===== config.mk =====
export PLATFORM = sky130hd
export DESIGN_NAME = banked_regfile
export DESIGN_NICKNAME = d
export VERILOG_FILES = /design/src/rtl/bankrf_pkg.sv /design/src/rtl/bankrf_rst_sync.sv /design/src/rtl/bankrf_map.sv /design/src/rtl/bankrf_store.sv /design/src/rtl/bankrf_pc.sv /design/src/rtl/banked_regfile.sv
export SDC_FILE = /design/constraint.sdc
export NUM_CORES = 1
export LEC_CHECK = 0
export ABC_AREA = 1
export CAP_MARGIN = 10
export CELL_PAD_IN_SITES_DETAIL_PLACEMENT = 1
export CELL_PAD_IN_SITES_GLOBAL_PLACEMENT = 1
export CORE_ASPECT_RATIO = 1.5
export CORE_MARGIN = 1
export CORE_UTILIZATION = 43
export CTS_CLUSTER_SIZE = 12
export DETAILED_ROUTE_END_ITERATION = 10
export PLACE_DENSITY = 0.88
export SLEW_MARGIN = 40
export SYNTH_ARGS = -nofsm -noshare
export SYNTH_HDL_FRONTEND = slang
export SYNTH_SLANG_ARGS = --single-unit

===== constraint.sdc =====
create_clock -name clk -period 3.5 [get_ports clk]
set_input_delay 0.35 -clock clk [delete_from_list [all_inputs] [get_ports clk]]
set_output_delay 0.35 -clock clk [all_outputs]
set_load 0.05 [all_outputs]

===== src/rtl/bankrf_pkg.sv =====
package bankrf_pkg;

  typedef enum logic [1:0] {
    MODE_USR = 2'b00,
    MODE_FIQ = 2'b01,
    MODE_IRQ = 2'b10,
    MODE_SVC = 2'b11
  } cpu_mode_e;

  localparam int ARCH_REGS     = 16;
  localparam int AIDX_W        = $clog2(ARCH_REGS);
  localparam int PC_IDX        = ARCH_REGS - 1;
  // general entries: user 0..14, fast bank 5, irq bank 2, svc bank 2
  localparam int FAST_FIRST    = 10;
  localparam int FAST_COUNT    = 5;
  localparam int PRIV_FIRST    = 13;
  localparam int PRIV_COUNT    = 2;
  localparam int USER_ENTRIES  = ARCH_REGS - 1;
  localparam int FAST_BASE     = USER_ENTRIES;
  localparam int IRQ_BASE      = FAST_BASE + FAST_COUNT;
  localparam int SVC_BASE      = IRQ_BASE + PRIV_COUNT;
  localparam int STORE_ENTRIES = SVC_BASE + PRIV_COUNT;
  localparam int PIDX_W        = $clog2(STORE_ENTRIES);

endpackage


===== src/rtl/bankrf_rst_sync.sv =====
module bankrf_rst_sync #(
  parameter int STAGES = 2
) (
  input  logic clk,
  input  logic rst_n,
  output logic rst_n_sync
);

  logic [STAGES-1:0] chain_q;

  always_ff @(posedge clk or negedge rst_n) begin
    if (!rst_n) chain_q <= '0;
    else        chain_q <= {chain_q[STAGES-2:0], 1'b1};
  end

  assign rst_n_sync = chain_q[STAGES-1];

endmodule


===== src/rtl/bankrf_map.sv =====
module bankrf_map
  import bankrf_pkg::*;
(
  input  logic [1:0]        mode,
  input  logic [AIDX_W-1:0] arch_idx,
  output logic [PIDX_W-1:0] phys_idx,
  output logic              is_pc
);

  logic in_fast;
  logic in_priv;

  always_comb begin
    is_pc   = (arch_idx == AIDX_W'(PC_IDX));
    in_fast = (arch_idx >= AIDX_W'(FAST_FIRST)) && (arch_idx < AIDX_W'(PC_IDX));
    in_priv = (arch_idx >= AIDX_W'(PRIV_FIRST)) && (arch_idx < AIDX_W'(PC_IDX));
    phys_idx = PIDX_W'(arch_idx);
    case (cpu_mode_e'(mode))
      MODE_FIQ: if (in_fast)
        phys_idx = PIDX_W'(FAST_BASE) + PIDX_W'(arch_idx - AIDX_W'(FAST_FIRST));
      MODE_IRQ: if (in_priv)
        phys_idx = PIDX_W'(IRQ_BASE) + PIDX_W'(arch_idx - AIDX_W'(PRIV_FIRST));
      MODE_SVC: if (in_priv)
        phys_idx = PIDX_W'(SVC_BASE) + PIDX_W'(arch_idx - AIDX_W'(PRIV_FIRST));
      default: ;
    endcase
  end

endmodule


===== src/rtl/bankrf_store.sv =====
module bankrf_store #(
  parameter int DATA_W  = 32,
  parameter int ENTRIES = 24,
  parameter int IDX_W   = $clog2(ENTRIES)
) (
  input  logic              clk,
  input  logic              wr_en,
  input  logic [IDX_W-1:0]  wr_idx,
  input  logic [DATA_W-1:0] wr_data,
  input  logic [IDX_W-1:0]  rd_a_idx,
  input  logic [IDX_W-1:0]  rd_b_idx,
  output logic [DATA_W-1:0] rd_a_data,
  output logic [DATA_W-1:0] rd_b_data
);

  logic [DATA_W-1:0] cell_q [ENTRIES];

  for (genvar g = 0; g < ENTRIES; g++) begin : g_cell
    logic cell_ce;
    assign cell_ce = wr_en && (wr_idx == IDX_W'(g));
    always_ff @(posedge clk) begin
      if (cell_ce) cell_q[g] <= wr_data;
    end
  end

  always_comb begin
    rd_a_data = '0;
    rd_b_data = '0;
    for (int i = 0; i < ENTRIES; i++) begin
      if (rd_a_idx == IDX_W'(i)) rd_a_data = cell_q[i];
      if (rd_b_idx == IDX_W'(i)) rd_b_data = cell_q[i];
    end
  end

endmodule


===== src/rtl/bankrf_pc.sv =====
module bankrf_pc #(
  parameter int DATA_W = 32
) (
  input  logic              clk,
  input  logic              rst_n,
  input  logic              gen_wr,
  input  logic [DATA_W-1:0] gen_data,
  input  logic              port_wr,
  input  logic [DATA_W-1:0] port_data,
  output logic [DATA_W-1:0] pc_q
);

  logic              pc_ce;
  logic [DATA_W-1:0] pc_d;

  always_comb begin
    pc_ce = gen_wr || port_wr;
    pc_d  = gen_wr ? gen_data : port_data;
  end

  always_ff @(posedge clk or negedge rst_n) begin
    if (!rst_n)     pc_q <= '0;
    else if (pc_ce) pc_q <= pc_d;
  end

endmodule


===== src/rtl/banked_regfile.sv =====
module banked_regfile
  import bankrf_pkg::*;
#(
  parameter int DATA_W = 32
) (
  input  logic              clk,
  input  logic              rst_n,
  input  logic [1:0]        mode,
  input  logic [3:0]        rd_a_idx,
  output logic [DATA_W-1:0] rd_a_data,
  input  logic [3:0]        rd_b_idx,
  output logic [DATA_W-1:0] rd_b_data,
  input  logic              wr_en,
  input  logic [3:0]        wr_idx,
  input  logic [DATA_W-1:0] wr_data,
  output logic [DATA_W-1:0] pc_rd_data,
  input  logic              pc_wr_en,
  input  logic [DATA_W-1:0] pc_wr_data
);

  logic              rst_n_sync;
  logic [PIDX_W-1:0] a_phys, b_phys, w_phys;
  logic              a_pc, b_pc, w_pc;
  logic [DATA_W-1:0] a_store, b_store;
  logic [DATA_W-1:0] pc_q;

  bankrf_rst_sync #(.STAGES(2)) u_rst (
    .clk(clk), .rst_n(rst_n), .rst_n_sync(rst_n_sync)
  );

  bankrf_map u_map_a (.mode(mode), .arch_idx(rd_a_idx), .phys_idx(a_phys), .is_pc(a_pc));
  bankrf_map u_map_b (.mode(mode), .arch_idx(rd_b_idx), .phys_idx(b_phys), .is_pc(b_pc));
  bankrf_map u_map_w (.mode(mode), .arch_idx(wr_idx),   .phys_idx(w_phys), .is_pc(w_pc));

  bankrf_store #(.DATA_W(DATA_W), .ENTRIES(STORE_ENTRIES), .IDX_W(PIDX_W)) u_store (
    .clk      (clk),
    .wr_en    (wr_en && !w_pc),
    .wr_idx   (w_phys),
    .wr_data  (wr_data),
    .rd_a_idx (a_phys),
    .rd_b_idx (b_phys),
    .rd_a_data(a_store),
    .rd_b_data(b_store)
  );

  bankrf_pc #(.DATA_W(DATA_W)) u_pc (
    .clk      (clk),
    .rst_n    (rst_n_sync),
    .gen_wr   (wr_en && w_pc),
    .gen_data (wr_data),
    .port_wr  (pc_wr_en),
    .port_data(pc_wr_data),
    .pc_q     (pc_q)
  );

  assign rd_a_data  = a_pc ? pc_q : a_store;
  assign rd_b_data  = b_pc ? pc_q : b_store;
  assign pc_rd_data = pc_q;

endmodule


==> flow_summary.toml, run 1 <==
[grt]
grt_max_degree = 65
antenna_found_initial = 58
grt_usage_pct = 82.2
overflow = 371

[yosys]
synthXorXnorAreaFrac_pct = 0.0879
ys_seq_elements = 802
synth_flop_cell = "edfxtp_1"
synthAdderAreaFrac_pct = 0.659
yosysSeqAreaShare_pct = 60.0
synth_top_family_by_area = "simple AND/OR/NAND/NOR gates"
synthArstFlopShare_pct = 4.24
synth.avg_cell_area_um2 = 9.00
synth-edff-count = 768
synth-simple-area-share_pct = 29.0
synth_cells = 4427
syn_nets = 4530
netlist_area_um2 = 39900
synth.distinct_cells = 45
synthMuxAreaShare_pct = 0
synth_compound_gate_area_share_pct = 4.09
synth-warning-count = 0

[floorplan]
io-pin-count = 178
fp-row-count = 136
dieWidth_um = 251
start_util_pct = 43.5
die_y_um = 375

[status]
run_status = "aborted with a tool error"
firstError = "[ERROR GRT-0232] Routing congestion too high. Check the congestion heatmap in the GUI."
haltStage = "global routing"

[placement]
routabilityCongestion = 0.924
port_buffers = 177
dp_cells = 6040
pre_cts_ws_ns = -1.64
hpwlAfterDp_um = 117000

[clock_tree]
htreeDepth = 3
numClockSinks = 802
numCtsBuffers = 79
clock_path_buffers = 3
cts-root-buf = "clkbuf_16"

[sta]
crit_endpoint = "rd_b_data[25]"
timing.worst_endpoint.kind = "output port"
-- stage by stage --
step | util, % | area, um2
after CTS | 57.9 | 53100
after detailed placement | 51.7 | 47400
after global placement | 51.8 | 47500
after floorplan | - | 40000
-- synth_stat cells (5+ instances only) --
cell type,instances,area [um2]
nand2_1,1524,5720
edfxtp_1,768,23100
nor2_1,419,1570
inv_1,405,1520
nand3_1,326,1630
nand4_1,244,1530
a21oi_1,224,1120
clkbuf_1,112,420
or2_2,67,419
o21ai_0,64,320
buf_2,52,260
dfrtp_1,34,851
inv_2,27,101
ha_1,21,263
nor2_2,18,113
o21ai_1,15,75.1
nor3_1,11,55.1
nor2_4,10,113
or2_0,9,56.3
buf_1,8,30.0
buf_4,8,60.1
nand2_2,8,50.1
clkinv_1,6,22.5
nand3_2,6,60.1
nand3_4,6,105
or2_1,5,31.3
-- kinds of logic after synthesis --
logic type                 Yosys count
AOI/OAI and AO/OA                  315
xor gates and xnor gates             4
and+or+nand+nor                   2662
other                                1
DFF                                802
adders and majority gates           21
buffers and inverters              622
-- layer usage --
metal	overflow	global-route usage (%)
met1	23	78.4
met2	142	93.5
met3	41	75.5
met4	164	83.6
met5	1	57.0
-- repair_timing --
action	4_1_cts
hold buffers	1
gates cloned	8
endpoints found under the setup margin	64
gates resized for setup	587
hold endpoints to repair	2
setup buffers	132
pin swaps	321
==> run 2: changes to the inputs <==
Settings changed: CELL_PAD_IN_SITES_DETAIL_PLACEMENT 1 to default, CELL_PAD_IN_SITES_GLOBAL_PLACEMENT 1 to default, CORE_ASPECT_RATIO 1.5 to default, CORE_UTILIZATION 43 to 35, CTS_CLUSTER_SIZE 12 to default, PLACE_DENSITY 0.88 to default, PLACE_DENSITY_LB_ADDON from default to 0.15.
Clock period 3.5 ns to 4.5 ns, I/O delays scaled along.
==> flow_summary.toml, run 2 <==
[worst_setup_path]
crit-reg2reg-capture = "u_pc.pc_q[26]$_DFFE_PN0P_"
crit_slowest_cell = "nand4_1"
path_max_fanout = 5
crit_family = "simple AND/OR/NAND/NOR gates"
worst-path-stages = 31
path_buf_inv = 8
cp.required_ns = 4.05
crit_path_end_kind = "output port"
crit_type = "in -> out"
reg2reg_slack_ns = 3.69
setup.worst_path.end = "rd_b_data[22]"
max_stage_delay_ns = 0.29
startpoint = "rd_b_idx[0]"
arrival_ns = 4.31
critical_path.most_common_cell = "nand2_2"
r2r-start = "u_pc.pc_q[26]$_DFFE_PN0P_"
worstRegToRegCells = 2
cp-start-kind = "primary input"

[floorplan]
die_y_um = 339
dieWidth_um = 339
core_um2 = 113000
io-pin-count = 178
die_area_um2 = 115000
start_util_pct = 35.4
fp-row-count = 123

[yosys]
synth_cells = 4427
syn_nets = 4530
netlist_area_um2 = 39900
ys_seq_elements = 802
synth_flop_cell = "edfxtp_1"
synth_commonest_cells = "nand2_1 (1,524), edfxtp_1 (768), nor2_1 (419)"
synth.distinct_cells = 45
synth-warning-count = 0
synthArstFlopShare_pct = 4.24
netlist_top_cells_area = "edfxtp_1 (58%), nand2_1 (14%), nand3_1 (4.1%)"
synth-edff-count = 768
synth.avg_cell_area_um2 = 9.00
synth_top_cell_area_share_pct = 57.9
synth.most_common_cell = "nand2_1"
yosysSeqAreaShare_pct = 60.0
synth_top_area_cell = "edfxtp_1"

[finish]
regMostFlops = "u_store.cell_q"
final_common_cell = "nand2_1"
top_regs = "u_store.cell_q x768, u_pc.pc_q x32, u_rst.chain_q x2"
final_cell_mix = "nand2_1 (1,211), edfxtp_1 (768), buf_4 (399), inv_1 (390)"
syn_to_final_growth_pct = 38.3
largest_reg_flops = 768
nNetsFinal = 5209
drive_gt1_share_pct = 31.3

[sta]
tightest_slew_ns = 0.768
setup_viol = 44
hold_viol_final = 0
worst_hold_slack_ns = 0.266
slew_violations = 0
fin_ws_ns = -0.259
fmax_mhz = 210
skew_ns = 0.00276
period_minus_slack_ns = 4.76
final.period_utilization_pct = 106
rsz0062_at_grt = "true"
slew-limit-headroom_pct = 48.8

[routing]
num_vias = 34800
viasPerCell = 5.21
avgRoutedWirePerCell_um = 22.8
drc = 0
drt-initial-drc-count = 3370
first_pass_iters = 8
antenna_left = 0
drt-total-wl_um = 152000

[clock_tree]
cts-root-buf = "clkbuf_16"
numCtsBuffers = 91
clock_path_buffers = 3
cts_tree = "done"
path_clk_slew_ns = 0.06
numClockSinks = 802
htreeDepth = 3
clk_latency_ns = 0.68

[placement]
hpwlAfterDp_um = 107000
port_buffers = 177
pre_cts_ws_ns = -1.01
routabilityCongestion = 0.882

[grt]
grt_pass1_vias = 33700
grt_usage_pct = 25.8
antenna_found_initial = 4
grt_max_degree = 65
overflow = 0
grt_pass1_wl_um = 220000

[worst_hold_path]
hold_path_class = "reg -> async"

[status]
run_status = "finished with violations"
violations = "setup timing"

[power_and_ir_drop]
peakVddDrop_mv = 0.290
powerDensity_nw_per_um2 = 386
leakagePower_uw = 0.0217

[run]
drv_cap = 0
==> run 2: cell counts after synthesis <==
No cell type changed its count.
==> run 2: cells by family (layout without fill, tap and decap cells) <==
| group | Yosys count | in the layout | share of synthesized area [%] |
|---|---|---|---|
| AOI/OAI and AO/OA | 315 | 315 | 4.09 |
| and+or+nand+nor | 2662 | 2664 | 29.0 |
| adders and majority gates | 21 | 21 | 0.659 |
| other | 1 | 4 | 0.00941 |
| buffers and inverters | 622 | 1365 | 6.16 |
| xor gates and xnor gates | 4 | 4 | 0.0879 |
| DFF | 802 | 802 | 60.0 |
==> run 2: worst register-to-register path, stage by stage, from the launching register on <==
cell,delay (ns)
dfrtp_1,0.48
nand3_1,0.12
nand3_1,0.09
==> run 2: metal layers <==
| layer | vias up | share of wire [%] | track usage (%) |
|---|---|---|---|
| met5 | - | 0.0079 | 0 |
| met4 | 2 | 2.5 | 7.14 |
| met2 | 1327 | 47 | 42.1 |
| li1 | 16200 | - | - |
| met3 | 221 | 7.7 | 4.43 |
| met1 | 17100 | 42 | 35.3 |
==> run 2: how the worst min path moves through the flow <==
stage	start	end
floorplan	rst_n	u_rst.chain_q[0]$_DFF_PN0_
global placement	u_rst.chain_q[1]$_DFF_PN0_	u_pc.pc_q[22]$_DFFE_PN0P_
detailed placement	u_rst.chain_q[1]$_DFF_PN0_	u_pc.pc_q[30]$_DFFE_PN0P_
CTS	wr_data[6]	u_store.cell_q[0][230]$_DFFE_PP_
global route	wr_data[6]	u_store.cell_q[2][230]$_DFFE_PP_
finish	u_rst.chain_q[1]$_DFF_PN0_	u_pc.pc_q[30]$_DFFE_PN0P_
==> run 2: final cells by class <==
| class | count | area (um2) |
|---|---|---|
| sequential | 802 | 23900 |
| fill | 10400 | 57500 |
| tap | 1500 | 1880 |
| timing repair buffer | 767 | 8450 |
| multi-input combinational | 3005 | 16300 |
| clock buffer | 109 | 2360 |
| inverter | 439 | 1730 |
| antenna | 3 | 7.51 |
| clock inverter | 50 | 462 |
==> run 2: stage by stage <==
step	util (%)	TNS, ns	instance area [um2]	power [uW]	std cells
6_report	48.9	-4.22	55100	21300	6675
5_1_grt	48.9	-16.57	55100	21900	6672
4_1_cts	47.4	-5.21	53400	21100	6627
3_5_place_dp	42.6	-49.34	48000	13400	6393
3_3_place_gp	42.6	-51.77	48000	13300	6393
2_1_floorplan	-	0	39900	10800	4427
==> run 2: timing repair <==
item / in CTS / in global routing
setup endpoints to repair: 64 / 64
gates resized for setup: 573 / 386
hold buffers: 1 / 0
pin swaps: 336 / 459
cloned: 10 / 3
buffers inserted: 66 / 50
hold endpoints to repair: 2 / 0
==> run 2: power by group <==
part	switching (uW)	internal [uW]
Combinational	3450	2080
Sequential	131	8400
Clock	3150	4090
(Power assumes the default switching activity.)
==> run 3: changes to the inputs <==
Clock period 4.5 ns to 4.4 ns, I/O delays scaled along.
==> flow_summary.toml, run 3 (synthesis gave the netlist of run 2 again) <==
[clock_tree]
cts_tree = "done"
htreeDepth = 3
numClockSinks = 802
path_clk_slew_ns = 0.06
clk_latency_ns = 0.67
clock_path_buffers = 3
numCtsBuffers = 91
cts-root-buf = "clkbuf_16"

[grt]
overflow = 0
grt_pass1_vias = 33500
grt_usage_pct = 25.6
antenna_found_initial = 4
grt_pass1_wl_um = 218000
grt_max_degree = 65

[power_and_ir_drop]
pwr-share-seq_pct = 39.5
p_switching_uw = 6850
combPwrFrac_pct = 25.5
powerDensity_nw_per_um2 = 400
leakagePower_uw = 0.0217
p_clk_share_pct = 35.0
switching_share_pct = 31.0
p_int_uw = 15200
peakVddDrop_mv = 0.291

[routing]
first_pass_iters = 6
drc = 0
avgRoutedWirePerCell_um = 22.9
drt-total-wl_um = 153000
antenna_left = 0
num_vias = 35000
drt-initial-drc-count = 3358
viasPerCell = 5.23

[floorplan]
dieWidth_um = 339
io-pin-count = 178
die_y_um = 339
core_um2 = 113000
die_area_um2 = 115000
fp-row-count = 123
start_util_pct = 35.4

[worst_setup_path]
max_stage_delay_ns = 0.30
path_max_fanout = 5
worstRegToRegCells = 2
arrival_ns = 4.44
cp-start-kind = "primary input"
reg2reg_slack_ns = 3.59
critical_path.most_common_cell = "nand4_1"
crit_slowest_cell = "nand4_1"
crit_path_end_kind = "output port"
cp.required_ns = 3.96
crit_type = "in -> out"

[placement]
hpwlAfterDp_um = 107000
port_buffers = 177
dpl_cell_area_um2 = 48000
routabilityCongestion = 0.883

[sta]
period_minus_slack_ns = 4.88
tightest_slew_ns = 0.637
skew_ns = 0.00385
setup_viol = 58
final.setup.tns_ns = -12.03
fin_ws_ns = -0.482
fmax_mhz = 205
slew_violations = 0
final.period_utilization_pct = 111
hold_viol_final = 0
rsz0062_at_grt = "true"
slew-limit-headroom_pct = 57.5

[finish]
regMostFlops = "u_store.cell_q"
top_regs = "u_store.cell_q x768, u_pc.pc_q x32, u_rst.chain_q x2"
nNetsFinal = 5209
syn_to_final_growth_pct = 38.4
final_common_cell = "nand2_1"
final.fill_count = 10500
largest_reg_flops = 768
fin_area_um2 = 55200
drive_gt1_share_pct = 30.4
final_cell_mix = "nand2_1 (1,276), edfxtp_1 (768), inv_1 (392), buf_4 (389), nor2_1 (277)"

[worst_hold_path]
hold_path_class = "in -> reg"
holdPathStages = 1

[status]
run_status = "finished with violations"
violations = "setup timing"

[run]
drv_cap = 0
## run 3: cell types whose count changed in the layout (fill, tap and decap cells not counted), sizes merged
cell           delta
clkbuf           +13
clkinv            -8
buf               -6
bufinv            +4
clkinvlp          +2
inv               +2
clkdlybuf4s15     -1
clkdlybuf4s50     +1
## run 3: layout make-up
class                           instances  area, um2  area share, %
Timing Repair Buffer                  767       8570           15.5
Multi-Input combinational cell       3005      16100           29.3
Inverter                              439       1700           3.08
Sequential cell                       802      23900           43.3
Clock buffer                          116       2460           4.46
Tap cell                             1500       1880           3.40
Antenna cell                            3       7.51         0.0136
Clock inverter                         50        507          0.918
## run 3: per-layer routing
layer	GRT usage, %	routed length [um]
met1	35.5	65400
met2	42.0	72100
met3	3.34	11300
met4	7.04	4070
met5	0	0
## run 3: repair_timing
action / CTS / global route
endpoints found under the hold margin: 2 / 0
gates cloned: 5 / 9
hold buffers: 1 / 0
resized for setup: 412 / 455
buffers inserted: 51 / 66
endpoints found under the setup margin: 64 / 64
pin swaps: 220 / 452
## run 3: power by group through the flow
stage	clock network, uW	logic, uW	registers [uW]
6_report	7740	5640	8720
5_1_grt	8110	5910	8740
4_1_cts	7830	5240	8710
3_5_place_dp	0	4790	8860
3_3_place_gp	0	4780	8860
2_1_floorplan	0	2090	8940
## run 3: worst max-delay path: cells and delay by family
family	cells	cell delay, ns
and+or+nand+nor	21	2.60
adders and majority gates	1	0.15
AOI/OAI and AO/OA	3	0.40
buffers and inverters	8	0.83
## run 3: path summary, 6_finish.rpt
kind	start	to
max	rd_b_idx[1]	rd_b_data[3]
min	wr_data[6]	u_store.cell_q[2][230]$_DFFE_PP_
max reg2reg	u_pc.pc_q[20]$_DFFE_PN0P_	u_pc.pc_q[20]$_DFFE_PN0P_
min reg2reg	u_rst.chain_q[1]$_DFF_PN0_	u_pc.pc_q[26]$_DFFE_PN0P_
max in group asynchronous	rst_n	u_rst.chain_q[1]$_DFF_PN0_
min in group asynchronous	u_rst.chain_q[1]$_DFF_PN0_	u_pc.pc_q[26]$_DFFE_PN0P_
## run 3: metrics by stage
stage                     hold slack (ns)  std cells  setup WS (ns)  utilization [%]  power, uW
after CTS                           0.247       6611         -0.548             46.9      21800
after detailed placement            0.289       6388          -1.10             42.6      13700
final                               0.271       6682         -0.482             49.0      22100
after floorplan                     0.144       4427          0.337                -      11000
after global routing                0.271       6679         -0.637             49.0      22800
after global placement              0.286       6388          -1.19             42.6      13600
